--- config.mk ---
export PLATFORM = sky130hd
export DESIGN_NAME = padport_regs
export DESIGN_NICKNAME = d
export VERILOG_FILES = /design/src/rtl/padport_pkg.sv /design/src/rtl/padport_fsm.sv /design/src/rtl/padport_byte.sv /design/src/rtl/padport_hold.sv /design/src/rtl/padport_regs.sv
export SDC_FILE = /design/constraint.sdc
export NUM_CORES = 1
export LEC_CHECK = 0
export BUFFER_PORTS_ARGS = -buffer_cell sky130_fd_sc_hd__buf_2
export CAP_MARGIN = 10
export CORE_MARGIN = 5
export CORE_UTILIZATION = 30
export CTS_BUF_LIST = sky130_fd_sc_hd__clkbuf_2 sky130_fd_sc_hd__clkbuf_4 sky130_fd_sc_hd__clkbuf_8
export DETAILED_ROUTE_END_ITERATION = 6
export MAX_ROUTING_LAYER = met4
export SYNTH_ARGS = -nofsm -noshare
export SYNTH_HDL_FRONTEND = slang
export SYNTH_SLANG_ARGS = --single-unit
--- constraint.sdc ---
create_clock -name clk -period 1.5 [get_ports clk]
set_input_delay 0.45 -clock clk [delete_from_list [all_inputs] [get_ports clk]]
set_output_delay 0.45 -clock clk [all_outputs]
set_load 0.05 [all_outputs]
--- src/rtl/padport_pkg.sv ---
package padport_pkg;

    // Read sequencer states
    typedef enum logic [0:0] {
        ST_IDLE    = 1'b0,
        ST_CLK_LOW = 1'b1
    } seq_state_e;

    // Number of byte bits driven by the port logic (primary, expansion, mic)
    localparam int DRIVEN_BITS = 3;

endpackage

--- src/rtl/padport_fsm.sv ---
module padport_fsm
    import padport_pkg::*;
#(
    parameter int NUM_PORTS = 2,
    parameter int SEL_W     = 1
) (
    input  logic                 clk,
    input  logic                 rst_n,
    input  logic                 rd_req,
    input  logic                 wr_req,
    input  logic [SEL_W-1:0]     sel,
    output logic                 start,
    output logic [NUM_PORTS-1:0] port_clk
);

    seq_state_e       state_q, state_d;
    logic [SEL_W-1:0] act_q;

    assign start = (state_q == ST_IDLE) && rd_req && !wr_req;

    // next state
    always_comb begin
        state_d = state_q;
        unique case (state_q)
            ST_IDLE:    if (start)   state_d = ST_CLK_LOW;
            ST_CLK_LOW: if (!rd_req) state_d = ST_IDLE;
            default:                 state_d = ST_IDLE;
        endcase
    end

    // state register
    always_ff @(posedge clk) begin
        if (!rst_n) begin
            state_q <= ST_IDLE;
            act_q   <= '0;
        end else begin
            state_q <= state_d;
            if (start) act_q <= sel;
        end
    end

    // outputs
    always_comb begin
        for (int i = 0; i < NUM_PORTS; i++) begin
            port_clk[i] = !((state_q == ST_CLK_LOW) && (act_q == SEL_W'(i)));
        end
    end

endmodule

--- src/rtl/padport_byte.sv ---
module padport_byte
    import padport_pkg::*;
#(
    parameter int NUM_PORTS = 2,
    parameter int SEL_W     = 1,
    parameter int DATA_W    = 8,
    parameter int MIC_PORT  = 0
) (
    input  logic [SEL_W-1:0]     sel,
    input  logic [NUM_PORTS-1:0] pri_line_n,
    input  logic [NUM_PORTS-1:0] exp_line_n,
    input  logic                 mic_in,
    input  logic [DATA_W-1:0]    bus_last,
    output logic [DATA_W-1:0]    rd_byte
);

    always_comb begin
        rd_byte                         = bus_last;
        rd_byte[0]                      = ~pri_line_n[sel];
        rd_byte[1]                      = ~exp_line_n[sel];
        rd_byte[DRIVEN_BITS-1]          = (sel == SEL_W'(MIC_PORT)) ? mic_in
                                                                    : bus_last[DRIVEN_BITS-1];
    end

endmodule

--- src/rtl/padport_hold.sv ---
module padport_hold #(
    parameter int DATA_W = 8
) (
    input  logic              clk,
    input  logic              rst_n,
    input  logic              wr,
    input  logic [DATA_W-1:0] wdata,
    input  logic              start,
    input  logic [DATA_W-1:0] rd_byte,
    input  logic              snoop_vld,
    input  logic [DATA_W-1:0] snoop_data,
    output logic [DATA_W-1:0] bus_last,
    output logic [DATA_W-1:0] rdata
);

    always_ff @(posedge clk) begin
        if (!rst_n) begin
            bus_last <= '0;
            rdata    <= '0;
        end else begin
            if (wr)             bus_last <= wdata;
            else if (start)     bus_last <= rd_byte;
            else if (snoop_vld) bus_last <= snoop_data;
            if (start)          rdata    <= rd_byte;
        end
    end

endmodule

--- src/rtl/padport_regs.sv ---
module padport_regs
    import padport_pkg::*;
#(
    parameter int NUM_PORTS = 2,
    parameter int DATA_W    = 8,
    parameter int CTL_W     = 3,
    parameter int MIC_PORT  = 0,
    localparam int SEL_W    = (NUM_PORTS > 1) ? $clog2(NUM_PORTS) : 1
) (
    input  logic                 clk,
    input  logic                 rst_n,
    input  logic                 cpu_wr,
    input  logic                 cpu_rd,
    input  logic [SEL_W-1:0]     cpu_port,
    input  logic [DATA_W-1:0]    cpu_wdata,
    input  logic                 snoop_vld,
    input  logic [DATA_W-1:0]    snoop_data,
    input  logic [NUM_PORTS-1:0] pri_line_n,
    input  logic [NUM_PORTS-1:0] exp_line_n,
    input  logic                 mic_in,
    output logic [DATA_W-1:0]    cpu_rdata,
    output logic [CTL_W-1:0]     ctl_out,
    output logic [NUM_PORTS-1:0] port_clk
);

    localparam logic [NUM_PORTS-1:0] CLK_IDLE = '1;

    logic              start;
    logic [DATA_W-1:0] bus_last;
    logic [DATA_W-1:0] rd_byte;

    padport_fsm #(.NUM_PORTS(NUM_PORTS), .SEL_W(SEL_W)) u_fsm (
        .clk      (clk),
        .rst_n    (rst_n),
        .rd_req   (cpu_rd),
        .wr_req   (cpu_wr),
        .sel      (cpu_port),
        .start    (start),
        .port_clk (port_clk)
    );

    padport_byte #(.NUM_PORTS(NUM_PORTS), .SEL_W(SEL_W), .DATA_W(DATA_W),
                   .MIC_PORT(MIC_PORT)) u_byte (
        .sel        (cpu_port),
        .pri_line_n (pri_line_n),
        .exp_line_n (exp_line_n),
        .mic_in     (mic_in),
        .bus_last   (bus_last),
        .rd_byte    (rd_byte)
    );

    padport_hold #(.DATA_W(DATA_W)) u_hold (
        .clk        (clk),
        .rst_n      (rst_n),
        .wr         (cpu_wr),
        .wdata      (cpu_wdata),
        .start      (start),
        .rd_byte    (rd_byte),
        .snoop_vld  (snoop_vld),
        .snoop_data (snoop_data),
        .bus_last   (bus_last),
        .rdata      (cpu_rdata)
    );

    // output latches
    always_ff @(posedge clk) begin
        if (!rst_n) ctl_out <= '0;
        else if (cpu_wr) ctl_out <= cpu_wdata[CTL_W-1:0];
    end


    ctl_load_chk: assert property (@(posedge clk) disable iff (!rst_n)
        cpu_wr |=> ctl_out == $past(cpu_wdata[CTL_W-1:0]));

    ctl_keep_chk: assert property (@(posedge clk) disable iff (!rst_n)
        !cpu_wr |=> $stable(ctl_out));

    clk_single_chk: assert property (@(posedge clk) disable iff (!rst_n)
        $onehot0(~port_clk));

    clk_quiet_chk: assert property (@(posedge clk) disable iff (!rst_n)
        (port_clk == CLK_IDLE && !cpu_rd) |=> port_clk == CLK_IDLE);

    clk_wr_block_chk: assert property (@(posedge clk) disable iff (!rst_n)
        (port_clk == CLK_IDLE && cpu_wr) |=> port_clk == CLK_IDLE);

    clk_hold_chk: assert property (@(posedge clk) disable iff (!rst_n)
        (port_clk != CLK_IDLE && cpu_rd) |=> $stable(port_clk));

    clk_release_chk: assert property (@(posedge clk) disable iff (!rst_n)
        (port_clk != CLK_IDLE && !cpu_rd) |=> port_clk == CLK_IDLE);

    rdata_hold_chk: assert property (@(posedge clk) disable iff (!rst_n)
        (port_clk != CLK_IDLE) |=> $stable(cpu_rdata));

endmodule

# == After elaboration in Yosys (flattened, before gate mapping) ==
# Cells that the tools add are included.
# word_totals
regBits,21
latchBits,0
ramBits,0
rom_bits,0
in_bits,27
output_inout_bits,13
elab_cells,33
mem_count,0
# classes
addsub,0
n_mul,0
n_div,0
order_cmp,1
n_eq_ne,1
n_shift,0
muxes,11
bitwise,4
reduce_logical,10
# ops
operator,count
$mux W8,3
$mux W1,7
$logic_and A1 B1 Y1,4
$not A1 Y1,4
$logic_not A1 Y1,3
$reduce_bool A3 Y1,1
$lt A1 B2 Y1 const B,1
$ne A2 B2 Y1 const B,1
$pmux W1 S2,1
$reduce_and A2 Y1,1
$reduce_bool A2 Y1,1

# == Longest topological paths before layout ==
# Gate-level depths: netlist of run 1.
# depth
depth_word,5
mapped_depth,4
depth_no_buf,3

# == Hierarchy ==
# From an unflattened synthesis of run 1, not the netlist that was laid out.
# unflattened
cells_unflattened,98
hier_area_um2,1039.7
# by_module_without_submodules
mod,n_inst,cells_per_inst,area_each_um2,seq_area_each_um2
padport_hold,1,70,764.5,320.3
padport_regs,1,9,108.9,60.1
padport_fsm,1,11,93.8,40.0
padport_byte,1,8,72.6,0.0

# == Worst setup path after synthesis of run 1 ==
# Ideal clock, no wire load.
# synth_timing
kind,reg2out
from,register u_fsm.state_q
to,output port_clk[0]
arrival_time_ps,836
t_required_ps,1050
path_slack_ps,214
stages_incl_launch_ff,2
path_buffers,0
path_cell_list,dfxtp_1 > or2b_1
# synth_between
elab_chain_cells,2
# synth_lines
item,line,source
from (decl),padport_fsm.sv:16,"seq_state_e state_q, state_d;"
from (signal assigned),padport_fsm.sv:37,state_q <= state_d;
$logic_and A1 B1 Y1,padport_fsm.sv:45,port_clk[i] = !((state_q == ST_CLK_LOW) && (act_q == SEL_W'(i)));
$logic_not A1 Y1,padport_fsm.sv:45,
to (decl),padport_regs.sv:23,output logic [NUM_PORTS-1:0] port_clk
# No other way between the ends.

# == Worst setup path after layout of run 1 ==
# layout_timing
from,register u_fsm.act_q
to,output port_clk[0]
# layout_between
elab_chain_cells,3
# layout_lines
item,line,source
from (decl),padport_fsm.sv:17,logic [SEL_W-1:0] act_q;
from (signal assigned),padport_fsm.sv:38,if (start) act_q <= sel;
$not A1 Y1,padport_fsm.sv:45,
$logic_and A1 B1 Y1,padport_fsm.sv:45,
$logic_not A1 Y1,padport_fsm.sv:45,
# No other way between the ends.

==> impl_metrics.csv, run 1 <==
group,metric,value,unit
status,outcome,"finished, final reports clean",
clock_tree,htreeDepth,1,
worst_setup_path,critPathLaunch,"u_fsm.act_q",
placed_design,placed_area,1080,um2
pwr,p_sw,314,uW
sta,fin_crit_sh,1.00,
floorplanning,die_h,63.9,um
synth,yosys_warnings,0,
route,antenna_left,0,
clock_tree,numCtsBuffers,3,
floorplanning,start_util,0.314,
synth,yosysMostFrequentCell,"dfxtp_1",
sta,finalMaxSlewViolations,0,
synth,synthArstFlopShare,0,
clock_tree,cts_setup_buffers,0,
layout,nNetsFinal,158,
pwr,seqPwrFrac,0.532,
pwr,clock_power_share,0.254,
floorplanning,core-area,2780,um2
synth,synth-seq-area-share,0.436,
clock_tree,cts_tree,"yes",
global_route,antenna_found_initial,0,
job,cap_viol_max_count,0,
pwr,leakagePower,0.504,nW
synth,ys_ff_latch,19,
layout,drive_above_1_share,0.408,
floorplanning,num_rows,19,
placed_design,dp.cells,157,
clock_tree,clock-sinks,19,
synth,synth-xor-area-share,0,
pwr,p_per_area,921,nW/um2
worst_setup_path,cp-end-kind,"primary output",
route,dr.pass1.iters,4,
worst_setup_path,cp.required,1.05,ns
synth,synth_area,872,um2
synth,synth_edf_count,0,
worst_setup_path,worstPathMaxFanout,3,
layout,final_cell_area,1120,um2
worst_setup_path,cp.arrival,1.05,ns
synth,synth.avg_cell_area,9.58,um2
synth,yosys.area.top_type,"dfxtp_1",
clock_tree,cts_buffer_depth,2,
clock_tree,cts-root-buf,"clkbuf_4",
pwr,p_int,719,uW
sta,setup_viol,0,
synth,synthAdderAreaFrac,0,
placed_design,numPortBuffers,37,
sta,hold_viol_final,0,
pwr,combinationalPowerShare,0.214,
placed_design,gp_congestion,0.733,
synth,postSynthCellCount,91,
clock_tree,clkTransAtPathRegs,0.11,ns
sta,tightestPinTransition,0.404,ns
layout,syn_to_final_growth,28.7,%
sta,rsz0062_at_grt,"true",
layout,n_antenna_cell,0,
route,drtIter0Drc,7,
sta,min_period,1.50,ns
placed_design,place_ws,0.0262,ns
global_route,grt_max_degree,20,
synth,synthMuxAreaShare,0.116,
synth,synth_nets,118,
worst_setup_path,criticalPathCategory,"reg -> out",
floorplanning,die-area,4090,um2
global_route,grt_pass1_wl,3510,um
route,vias,808,
synth,synth.area.top_cells,"dfxtp_1 (44%), mux2i_1 (10%), a211oi_1 (6.9%)",
synth,synthSimpleGateAreaFrac,0.123,
global_route,grt_pass1_vias,807,
sta,fin_ws,0.000609,ns
pwr,vdd_drop_max,0.412,mV
route,drt_wl_total,2060,um
floorplanning,io_pins,40,
sta,fmax,667,MHz
synth,synth-compound-area-share,0.257,
sta,fin_skew,0.00533,ns
clock_tree,clk_latency,0.30,ns
min_path,min_from,"cpu_wdata[1]",
route,remaining_drc_errors,0,
floorplanning,fp.dieW,63.9,um
worst_setup_path,reg2reg_from,"u_fsm.state_q",
sta,relSlewSlack,0.731,
min_path,hold_path_class,"in -> reg",
pwr,swShare,0.304,
synth,synth_top_area_frac,0.436,
worst_setup_path,startpoint_type,"flop",
synth,synthDistinctLibCells,25,
synth,synth_flop_cell,"dfxtp_1",
layout,final_cells,161,
route,viasPerCell,5.02,
synth,synth_top_family_by_area,"compound AO/OA/AOI/OAI gates",
global_route,grt_util_all_layers,0.110,
global_route,grt_overflow_total,0,
synth,synth_commonest_cells,"dfxtp_1 (19), a21oi_1 (11), nand2_1 (11)",
route,wl_per_cell,12.8,um
worst max-delay path: stages (launching register included):
cell	delay (ns)
dfxtp_1	0.35
or2b_1	0.25
buf_6	0.16
logic make-up after synthesis:
kind of cell           after synthesis
flip-flops                          19
AO/OA/AOI/OAI                       34
AND/OR/NAND/NOR                     19
buffers and inverters                9
multiplexers                        10
worst paths after layout:
kind | slack, ns | endpoint | cells past startpoint
setup / recovery | 0.0006 | port_clk[0] | 2
hold / removal | 0.37 | ctl_out[1] | 3
setup reg to reg | 0.24 | u_hold.bus_last[5] | 4
hold reg to reg | 0.46 | u_hold.rdata[5] | 2
metal layers:
metal | vias to the layer above | track usage | wire length, um
met5 | - | - | 0
met4 | 0 | 0.0545 | 40
met3 | 4 | 0.0193 | 94
met2 | 20 | 0.186 | 1020
met1 | 379 | 0.122 | 906
li1 | 405 | - | -
power by group through the flow:
| stage | Clock (mW) | Sequential, mW | Combinational (mW) |
|---|---|---|---|
| after floorplan | 0 | 0.605 | 0.110 |
| after global placement | 0 | 0.559 | 0.216 |
| after detailed placement | 0 | 0.561 | 0.220 |
| after CTS | 0.273 | 0.550 | 0.222 |
| after global routing | 0.294 | 0.554 | 0.242 |
| final | 0.262 | 0.549 | 0.222 |
placed cells by master, fill, tap and decap left out, types with 2 or more instances in the layout:
master and count:
a211oi_1 8, buf_6 2, o21ai_0 9, buf_4 4, a21oi_1 11, inv_1 2
nor2_1 2, mux2i_1 9, nand2_1 10, dfxtp_1 18, nand2_2 2, buf_2 35
clkbuf_4 3
area by class of cell:
class	count	area [um2]
Clock inverter	1	5.00
Clock buffer	3	22.5
Sequential cell	19	382
Tap cell	31	38.8
Timing Repair Buffer	41	228
Fill cell	289	1660
Inverter	3	11.3
Multi-Input combinational cell	63	435
per-stage QoR:
stage	power (mW)	TNS (ns)	util	hold WS, ns
2_1_floorplan	0.715	0	-	0.432
3_5_place_dp	0.781	0	0.388	0.444
5_1_grt	1.09	-0.0473	0.404	0.387
4_1_cts	1.04	0	0.401	0.373
3_3_place_gp	0.776	0	0.388	0.438
6_report	1.03	0	0.404	0.373
sequential cells by signal (all words and copies together), names as in the netlist:
register         flops
u_hold.rdata         8
u_fsm.act_q          1
u_hold.bus_last      6
ctl_out              3
u_fsm.state_q        1
repair_timing:
action	in CTS	in global routing
hold buffers	0	0
setup endpoints to repair	2	2
endpoints found under the hold margin	0	0
resized for setup	4	2
Power figures use the tool's default switching activity.
==> run 2, diff against run 1 <==
--- a/config.mk
+++ b/config.mk
@@ -14,4 +14,5 @@
 export MAX_ROUTING_LAYER = met4
 export SYNTH_ARGS = -nofsm -noshare
 export SYNTH_HDL_FRONTEND = slang
+export SYNTH_HIERARCHICAL = 1
 export SYNTH_SLANG_ARGS = --single-unit
==> impl_metrics.csv, run 2 <==
group,metric,value,unit
global_route,antenna_found_initial,0,
route,remaining_drc_errors,0,
route,antenna_left,0,
synth,synth_area,940,um2
worst_setup_path,slowest_delay,0.35,ns
route,viasPerCell,4.34,
placed_design,gp_congestion,0.694,
worst_setup_path,path_cells,"buf_6 > or2b_1 > buf_6",
worst_setup_path,r2r_cells,6,
layout,fill_cells,310,
sta,fin_ws,-0.0708,ns
status,outcome,"finished with violations",
clock_tree,numCtsBuffers,3,
sta,min_period,1.57,ns
synth,synth.avg_cell_area,10.7,um2
floorplanning,core-area,3030,um2
min_path,hold_path_class,"in -> reg",
floorplanning,die-area,4350,um2
clock_tree,clk_latency,0.29,ns
clock_tree,cts_buffer_depth,2,
clock_tree,htreeDepth,1,
global_route,grt_util_all_layers,0.103,
synth,yosys_warnings,6,
clock_tree,cts_tree,"yes",
worst_setup_path,cp-end-kind,"primary output",
layout,layout_common_cells,"buf_2 (35), mux2i_1 (19), dfxtp_1 (18)",
clock_tree,clkTransAtPathRegs,0.10,ns
layout,syn_to_final_growth,36.8,%
route,dr.pass1.iters,4,
layout,utilization,0.424,
worst_setup_path,worst-path-buf-inv,2,
layout,seqCellArea,382,um2
layout,largest_reg_flops,8,
layout,multiInputGateArea,508,um2
global_route,grt_pass1_vias,767,
worst_setup_path,r2r_slack,-0.01,ns
sta,relSlewSlack,0.760,
sta,fin_setup_tns,-0.0899,ns
worst_setup_path,timing.critical_path.mode_cell,"buf_6",
sta,finalMaxSlewViolations,0,
sta,setup_viol,3,
clock_tree,hold_buffers,0,
pwr,swShare,0.283,
pwr,clock_power_share,0.252,
sta,rsz0062_at_grt,"true",
global_route,grt_max_degree,14,
route,wl_per_cell,12.8,um
sta,tightestPinTransition,0.360,ns
status,violations,"negative setup slack",
sta,hold_viol_final,0,
synth,postSynthCellCount,88,
pwr,p_int,781,uW
clock_tree,cts-root-buf,"clkbuf_4",
floorplanning,start_util,0.310,
layout,final_common_cell,"buf_2",
worst_setup_path,critPathSlowestCell,"dfxtp_2",
min_path,holdPathStages,3,
layout,nNetsFinal,159,
worst_setup_path,reg2reg_from,"u_fsm/state_q",
global_route,grt_overflow_total,0,
layout,n_antenna_cell,0,
worst_setup_path,startpoint_type,"flop",
layout,drive_above_1_share,0.466,
worst_setup_path,critPathLaunch,"u_fsm/state_q",
placed_design,numPortBuffers,37,
worst_setup_path,path_delay_family,"flip-flops",
sta,fin_crit_sh,1.05,
worst_setup_path,worstPathMaxFanout,3,
worst_setup_path,cp.arrival,1.12,ns
route,drt_wl_total,2230,um
job,cap_viol_max_count,0,
worst_setup_path,endpoint,"port_clk[0]",
sta,fin_skew,0.00315,ns
route,vias,759,
worst_setup_path,criticalPathCategory,"reg -> out",
placed_design,hpwl,1660,um
floorplanning,fp.dieW,66.0,um
route,drtIter0Drc,17,
worst_setup_path,cp.required,1.05,ns
layout,regMostFlops,"u_hold/rdata",
floorplanning,io_pins,40,
pwr,seqPwrFrac,0.506,
worst_setup_path,cp.depth,3,
pwr,vdd_drop_max,0.583,mV
global_route,grt_pass1_wl,3350,um
layout,top_regs,"u_hold/rdata (8), u_hold/bus_last (6), ctl_out (3)",
synth,synth_nets,115,
clock_tree,clock-sinks,19,
sta,fmax,637,MHz
floorplanning,num_rows,20,
pwr,leakagePower,0.588,nW
floorplanning,die_h,66.0,um
pwr,combinationalPowerShare,0.241,
worst_setup_path,r2r_end,"u_hold/bus_last[5]",
pwr,p_per_area,848,nW/um2
pwr,p_sw,308,uW
[run 2: timing repair]
action,in CTS,in global routing
setup endpoints to repair,2,7
pin swaps,2,3
resized for setup,10,5
gates cloned,0,1
setup buffers,1,3
[run 2: power groups by stage]
stage	clock, mW	combinational (mW)	sequential, mW
global route	0.307	0.283	0.555
CTS	0.290	0.243	0.552
finish	0.275	0.263	0.551
floorplan	0	0.123	0.604
detailed placement	0	0.234	0.563
global placement	0	0.226	0.562
[run 2: worst min-delay path by stage]
stage                     slack [ns]            endpoint               start
final                           0.36       u_fsm/state_q              cpu_rd
after global routing            0.37       u_fsm/state_q              cpu_rd
after CTS                       0.36       u_fsm/state_q              cpu_rd
after detailed placement        0.47  u_hold/bus_last[3]  u_hold/bus_last[3]
after global placement          0.45  u_hold/bus_last[2]  u_hold/bus_last[2]
after floorplan                 0.43  u_hold/bus_last[2]  u_hold/bus_last[2]
[run 2: metal layers]
layer  track usage  part of all wire  vias up  wire length (um)
met4        0.0152            0.0040        0                 9
li1              -                 -      388                 -
met5             -                 0        -                 0
met3        0.0357             0.054        2               121
met1         0.123              0.45      340              1010
met2         0.170              0.49       29              1090
[run 2: through the flow]
| stage | hold WS [ns] | instance area [um2] | std cells | setup WS (ns) | total power, mW |
|---|---|---|---|---|---|
| after floorplan | 0.425 | 940 | 88 | 0.0392 | 0.727 |
| after global placement | 0.450 | 1160 | 166 | -0.205 | 0.787 |
| after detailed placement | 0.465 | 1160 | 166 | -0.235 | 0.797 |
| after CTS | 0.356 | 1220 | 171 | -0.0787 | 1.08 |
| after global routing | 0.369 | 1280 | 175 | -0.128 | 1.15 |
| final | 0.364 | 1280 | 175 | -0.0708 | 1.09 |
[run 2: worst min-delay path: stages]
cell,delay (ns)
buf_2,0.10
nand2_1,0.05
a21oi_1,0.03
[run 2: final cells by class]
type / instances / share of cell area
Timing Repair Buffer: 47 / 0.239
Multi-Input combinational cell: 60 / 0.395
Tap cell: 44 / 0.0428
Inverter: 1 / 0.00292
Sequential cell: 19 / 0.297
Clock buffer: 4 / 0.0234
